`config.mk`:
```
export PLATFORM = sky130hd
export DESIGN_NAME = pmove_agu
export DESIGN_NICKNAME = d
export VERILOG_FILES = /design/src/rtl/pmove_pkg.sv /design/src/rtl/pmove_legal.sv /design/src/rtl/pmove_addr.sv /design/src/rtl/pmove_agu.sv
export SDC_FILE = /design/constraint.sdc
export NUM_CORES = 1
export LEC_CHECK = 0
export ABC_AREA = 1
export BUFFER_PORTS_ARGS = -buffer_cell sky130_fd_sc_hd__buf_4
export CAP_MARGIN = 25
export CORE_MARGIN = 2
export CORE_UTILIZATION = 51
export CTS_CLUSTER_SIZE = 14
export DETAILED_ROUTE_END_ITERATION = 8
export GPL_TIMING_DRIVEN = 0
export PLACE_DENSITY = 0.79
export SLEW_MARGIN = 20
export SYNTH_ARGS = -nofsm -noshare
export SYNTH_HDL_FRONTEND = slang
export SYNTH_SLANG_ARGS = --single-unit
```
`constraint.sdc`:
```
create_clock -name clk -period 0.8 [get_ports clk]
set_input_delay 0.08 -clock clk [delete_from_list [all_inputs] [get_ports clk]]
set_output_delay 0.08 -clock clk [all_outputs]
set_load 0.02 [all_outputs]
```
`src/rtl/pmove_pkg.sv`:
```
package pmove_pkg;

    typedef enum logic [2:0] {
        RC_A  = 3'd0,
        RC_B  = 3'd1,
        RC_A0 = 3'd2,
        RC_A1 = 3'd3,
        RC_A2 = 3'd4,
        RC_B0 = 3'd5,
        RC_B1 = 3'd6,
        RC_B2 = 3'd7
    } regcode_e;

    typedef enum logic {
        ACC_A = 1'b0,
        ACC_B = 1'b1
    } acc_e;

    // Which accumulator a register code belongs to.
    function automatic acc_e owner_acc(input regcode_e c);
        acc_e r;
        case (c)
            RC_A, RC_A0, RC_A1, RC_A2: r = ACC_A;
            default:                   r = ACC_B;
        endcase
        return r;
    endfunction

    // Whole accumulator or its least-significant portion.
    function automatic logic whole_or_low(input regcode_e c);
        return (c == RC_A) || (c == RC_B) || (c == RC_A0) || (c == RC_B0);
    endfunction

endpackage

```
`src/rtl/pmove_legal.sv`:
```
module pmove_legal
    import pmove_pkg::*;
#(
    parameter int unsigned CLASS_W    = 5,
    parameter int unsigned N_MOVE_OPS = 17,
    parameter int unsigned CMP_FIRST  = 14
) (
    input  logic [CLASS_W-1:0] alu_class,
    input  logic [2:0]         alu_dst,
    input  logic               mv_en,
    input  logic               mv_dir,
    input  logic [2:0]         mv_reg,
    output logic               legal
);

    localparam int unsigned N_CLASS = 1 << CLASS_W;

    logic [N_CLASS-1:0] may_move;
    logic [N_CLASS-1:0] cmp_kind;

    // Per-class capability tables, derived from parameters.
    for (genvar i = 0; i < N_CLASS; i++) begin : g_class
        assign may_move[i] = (i < N_MOVE_OPS);
        assign cmp_kind[i] = (i >= CMP_FIRST) && (i < N_MOVE_OPS);
    end

    regcode_e dst_c;
    regcode_e mv_c;
    logic     same_acc;
    logic     exempt;
    logic     clash;

    always_comb begin
        dst_c    = regcode_e'(alu_dst);
        mv_c     = regcode_e'(mv_reg);
        same_acc = (owner_acc(dst_c) == owner_acc(mv_c));
        exempt   = cmp_kind[alu_class] && whole_or_low(mv_c);
        clash    = !mv_dir && same_acc && !exempt;
        legal    = !mv_en || (may_move[alu_class] && !clash);
    end

endmodule

```
`src/rtl/pmove_addr.sv`:
```
module pmove_addr #(
    parameter int unsigned AW = 16
) (
    input  logic [AW-1:0] ptr,
    input  logic [AW-1:0] ofs,
    input  logic          by_ofs,
    input  logic          do_upd,
    output logic [AW-1:0] ea,
    output logic [AW-1:0] ptr_upd
);

    localparam logic [AW-1:0] ONE = AW'(1);

    logic [AW-1:0] step;

    always_comb begin
        step    = by_ofs ? ofs : ONE;
        ea      = ptr;
        ptr_upd = do_upd ? (ptr + step) : ptr;
    end

endmodule

```
`src/rtl/pmove_agu.sv`:
```
module pmove_agu
    import pmove_pkg::*;
#(
    parameter int unsigned AW         = 16,
    parameter int unsigned CLASS_W    = 5,
    parameter int unsigned N_MOVE_OPS = 17,
    parameter int unsigned CMP_FIRST  = 14
) (
    input  logic               clk,
    input  logic               rst_n,
    input  logic               req_valid_i,
    input  logic [CLASS_W-1:0] alu_class_i,
    input  logic [2:0]         alu_dst_i,
    input  logic               mv_en_i,
    input  logic               mv_dir_i,
    input  logic [2:0]         mv_reg_i,
    input  logic               upd_mode_i,
    input  logic [AW-1:0]      ptr_i,
    input  logic [AW-1:0]      ofs_i,
    output logic               rsp_valid_o,
    output logic               legal_o,
    output logic [AW-1:0]      mem_addr_o,
    output logic [AW-1:0]      ptr_next_o,
    output logic               mem_rd_o,
    output logic               mem_wr_o
);

    typedef struct packed {
        logic          vld;
        logic          legal;
        logic [AW-1:0] addr;
        logic [AW-1:0] pnext;
        logic          rd;
        logic          wr;
    } rsp_t;

    rsp_t st_d, st_q;

    logic          legal_w;
    logic          go_w;
    logic [AW-1:0] ea_w;
    logic [AW-1:0] pupd_w;

    pmove_legal #(
        .CLASS_W   (CLASS_W),
        .N_MOVE_OPS(N_MOVE_OPS),
        .CMP_FIRST (CMP_FIRST)
    ) legal_i (
        .alu_class(alu_class_i),
        .alu_dst  (alu_dst_i),
        .mv_en    (mv_en_i),
        .mv_dir   (mv_dir_i),
        .mv_reg   (mv_reg_i),
        .legal    (legal_w)
    );

    assign go_w = req_valid_i && mv_en_i && legal_w;

    pmove_addr #(
        .AW(AW)
    ) addr_i (
        .ptr    (ptr_i),
        .ofs    (ofs_i),
        .by_ofs (upd_mode_i),
        .do_upd (go_w),
        .ea     (ea_w),
        .ptr_upd(pupd_w)
    );

    always_comb begin
        st_d       = '0;
        st_d.vld   = req_valid_i;
        if (req_valid_i) begin
            st_d.legal = legal_w;
            st_d.addr  = ea_w;
            st_d.pnext = pupd_w;
            st_d.rd    = go_w && !mv_dir_i;
            st_d.wr    = go_w && mv_dir_i;
        end
    end

    always_ff @(posedge clk or negedge rst_n) begin
        if (!rst_n) begin
            st_q <= '0;
        end else begin
            st_q <= st_d;
        end
    end

    assign rsp_valid_o = st_q.vld;
    assign legal_o     = st_q.legal;
    assign mem_addr_o  = st_q.addr;
    assign ptr_next_o  = st_q.pnext;
    assign mem_rd_o    = st_q.rd;
    assign mem_wr_o    = st_q.wr;

endmodule

```
==> Yosys cells after proc, flatten, opt, wreduce, memory -nomap -nowiden <==
Memory sizes are Yosys's and may differ from the RTL's.
Cells that the tools add are included.
{ "op_classes": {"n_addsub": 1, "reduce_logical": 20, "order_cmp": 1, "muxes": 7, "n_eq_ne": 9} }
{ "op_table": {"columns": ["cell", "n"], "rows": [
  ["$mux 35", 1],
  ["$mux 16", 2],
  ["$add 16x16->16", 1],
  ["$eq 3x2->1 const B", 4],
  ["$eq 3x3->1 const B", 3],
  ["$logic_and 1x1->1", 8],
  ["$reduce_or 4->1", 2],
  ["$logic_not 3->1", 2],
  ["$lt 5x6->1 const B", 1],
  ["$logic_not 1->1", 4],
  ["$logic_or 1x1->1", 4],
  ["$mux 1", 4],
  ["$eq 3x1->1 const B", 1],
  ["$eq 1x1->1", 1]
]} }
{ "totals": {"elab_cells": 46, "regBits": 36, "mem_count": 2, "in_bits": 49, "out_inout_bits": 36, "romBits": 64} }
{ "mem_list": {"columns": ["memory", "words", "word_bits", "read_ports", "rd_ports_with_merged_regs", "write_ports", "line_no", "source"], "rows": [
  ["(no name shown)", 32, 1, 1, 0, 0, "pmove_legal.sv:37", "exempt = cmp_kind[alu_class] && whole_or_low(mv_c);"],
  ["(no name shown)", 32, 1, 1, 0, 0, "pmove_legal.sv:39", "legal = !mv_en || (may_move[alu_class] && !clash);"]
]} }

==> Logic depth before layout (Yosys ltp) <==
{ "depth": {"ltp_word": 13, "ltp_mapped": 15, "ltp_nobuf": 14} }

==> Hierarchy <==
From an unflattened synthesis, not the netlist that was laid out.
{ "hier_totals": {"cells_unflattened": 412, "hier_area_um2": 2663.8} }
{ "modules_own_cells": {"columns": ["module", "cells_per_inst", "area_each_um2", "n_inst"], "rows": [
  ["pmove_addr", 270, 1322.5, 1],
  ["pmove_agu", 111, 1214.9, 1],
  ["pmove_legal", 31, 126.4, 1]
]} }

==> Worst setup path after synthesis <==
No wires, ideal clock.
{ "synth_path": {"kind": "input to register", "startpoint": "in upd_mode_i", "endpoint": "reg st_q (netlist bit ptr_next_o[8])", "path_buffers": 2, "path_stages": 11, "required_time_ps": 684, "setup_time_ps": 116, "t_arrival_ps": 1610, "slack_ps": -926, "cell_sequence": "clkbuf_2 clkbuf_1 nand2_1 ha_1 inv_1 fa_1 o21bai_2 a21oi_1 xor2_1 nand2_1 nand2_1"} }
{ "synth_lines": {"columns": ["element", "line_no", "source"], "rows": [
  ["from (decl)", "pmove_agu.sv:17", "input logic upd_mode_i,"],
  ["to (signal assigned)", "pmove_agu.sv:86", "st_q <= st_d;"],
  ["to (decl)", "pmove_agu.sv:37", "rsp_t st_d, st_q;"]
]} }

==> run metrics <==
synth unique cells=30; DRT Wirelength=9802 microns; Slew Limit Fails=0; Layout area overhead=72.62%; vias in the first global route=approximately 2700; NumNets Final=roughly 530; CTS buffer count=5; failing checks=setup timing; CP required=just under 1 ns; crit-path most repeated cell=nand2_1; P_leak=between 2 and 2.5 nW; Worst Max-Slew Pin Slew=0.4693 ns; crit path cell chain=clkbuf_16 > buf_4 > nand2_1 > inv_1 > ha_4 > nand2_2 > nand3_4 > nand2_4 > nand2_4 > nand2_2 > nand2_1 > nand2_1 > nand2_1 > nor2_1 > nor2_1; Final Hold Vio Count=0; post-route setup TNS=-12.14 ns; cell count after synthesis=between 300 and 400; gpl congestion=~0.84; initial antenna violation count=0; core area=0.004692 sq mm; largest net degree at the start of global routing=37; DRC=0; Cell Area, Placed=about 0.0034 sq mm; fin crit period=1.616 ns; Crit. Startpoint=upd_mode_i; synthesized area=0.002459 sq mm; die height=73.43 microns; post-DP HPWL=4969 microns; pwr dens=1417 mW/mm^2; critical path arrival=1.79 ns; Warnings, synthesis=0; Die Area=around 0.0054 sq mm; maximum VDD drop=777.0 uV; clock-pin slew on the worst setup and hold paths=0.08 ns; Post-Syn Area per Cell=just over 7 sq um; Period Utilization, post-route=202.0%; FF+latch count, synth=36; cell count after placement=between 400 and 500; RSZ-0062 raised after global routing=yes; FP Rows=25; Worst Hold Slack=0.05109 ns; Mapped Nets=412; Synth area leaders=dfrtp_1 (37%), nand2_1 (20%), inv_1 (10%); CTS root buffer=clkbuf_8; number of DRC markers in iteration 0=176; crit path max fanout=6; Layout Cells excl Fill=516; slowest CP cell=ha_4; Max Cap Viol=0; clk sinks=36; fraction of layout cells with a size suffix above 1=between 50% and 60%; Ant. Diodes=0; Critical Path Start Type=input port; sequential share of the synthesized area=36.64%; Setup Crit Path Kind=in -> reg; Max transition margin=68.71%; Design Area, Final=0.004244 sq mm; die width=between 70 and 80 microns; post-synth top area share=36.64%; Max Root-Sink Buffers=2; IO Port Bufs=83; layout filler cell count=190; min-delay worst type=in -> reg; # H-tree levels=2; final setup violation count=54; Power, Total=approximately 6 mW; drt first pass iters=5; antenna viol nets, final=0; global-route wire length before repair=12220 microns; Hold Startpoint=mv_en_i; CP delay by family, top=simple AND/OR/NAND/NOR gates; IO Count=85; CTS tree=built; fin util=between 90 and 100%; Tot GR Track Use=30.25%; cell taking the most area after synthesis=dfrtp_1; Critical path buffers and inverters=3; via-per-instance ratio=5.562; CP peak stage delay=0.28 ns; Overflow after GRT=0; Worst setup EP type=flop; pre-CTS setup slack=-0.9737 ns; status=finished with violations; wire per inst=19.00 microns; DR vias=2870; Max Fclk=618.7 MHz; setup ws final=-0.8164 ns; Starting Density=between 50% and 60%
==> layout by cell type (no fill, tap or decap), types with 3 or more instances in the layout <==
master,count
nand2_1,97
buf_4,59
inv_1,55
buf_6,44
dfrtp_1,36
nand2_2,31
nand2_4,17
ha_4,14
inv_2,13
nor2_1,10
nand3_2,7
a21oi_2,7
nand3_1,7
o21ai_2,7
nor2_2,6
clkbuf_8,6
nand4_4,4
a21oi_1,3
xnor2_2,3
dlygate4sd3_1,3
==> cells in the mapped netlist (all sizes together) <==
master and number:
a21boi 1, a21oi 10, and2 1, buf 4, clkbuf 2, clkinv 1
dfrtp 36, fa 1, ha 15, inv 72, nand2 145, nand3 16
nand4 5, nor2 17, nor3 3, o21ai 7, o21bai 3, xnor2 6
xor2 2
==> registers in the layout, indices dropped and copies added, names as in the netlist <==
name	count
mem_wr_o	1
mem_addr_o	16
legal_o	1
mem_rd_o	1
ptr_next_o	16
rsp_valid_o	1
==> what timing repair did <==
action / 4_1_cts / 5_1_grt
buffers inserted: 11 / 9
hold buffers: 3 / 0
cloned: 3 / 0
pin swaps: 30 / 39
endpoints found under the hold margin: 38 / 0
resized for setup: 69 / 61
setup endpoints to repair: 54 / 54
==> logic make-up (layout without fill, tap and decap cells) <==
| group | Yosys count | in the layout | synth area share [%] |
|---|---|---|---|
| flops | 36 | 36 | 36.64 |
| fa+ha+maj | 16 | 16 | 8.448 |
| compound gates | 21 | 21 | 6.056 |
| xor+xnor | 8 | 8 | 2.850 |
| simple gates | 187 | 188 | 33.18 |
| buf+inv | 79 | 193 | 12.82 |
==> routing by layer <==
layer / vias to the layer above / wire [microns] / track usage, %
met3: 49 / 719 / 5.350
met1: 1373 / 3470 / 31.33
met2: 185 / 5102 / 57.66
met5: - / 0 / 0
li1: 1263 / - / -
met4: 0 / 509 / 15.15
==> where the power goes <==
| part | internal (mW) | total, mW | leakage (nW) | switching, mW |
|---|---|---|---|---|
| Sequential | 1.94 | 2.00 | 0.463 | 0.0658 |
| Clock | 0.925 | 1.57 | 0.0552 | 0.648 |
| Combinational | 1.11 | 2.44 | 1.85 | 1.33 |
| Total | 3.97 | 6.01 | 2.37 | 2.04 |
==> final timing paths <==
check / end / slack [ns] / depth (start not counted)
worst max-delay path: ptr_next_o[15] / -0.82 / 15
worst min-delay path: legal_o / 0.05 / 2
max in group asynchronous: ptr_next_o[13] / 0.16 / 2
min in group asynchronous: mem_addr_o[2] / 0.30 / 2
==> layout make-up <==
cell class / count / area, sq um / share of cell area [%]
sequential: 36 / 900.9 / 21.23
inverter: 73 / 297.8 / 7.017
clock inverter: 2 / 35.03 / 0.8255
timing repair buffer: 107 / 989.7 / 23.32
buffer: 5 / 80.08 / 1.887
multi-input combinational: 233 / 1800 / 42.42
tap: 54 / 67.56 / 1.592
clock buffer: 6 / 72.57 / 1.710
Note: power is estimated with default switching activity, not from simulation.
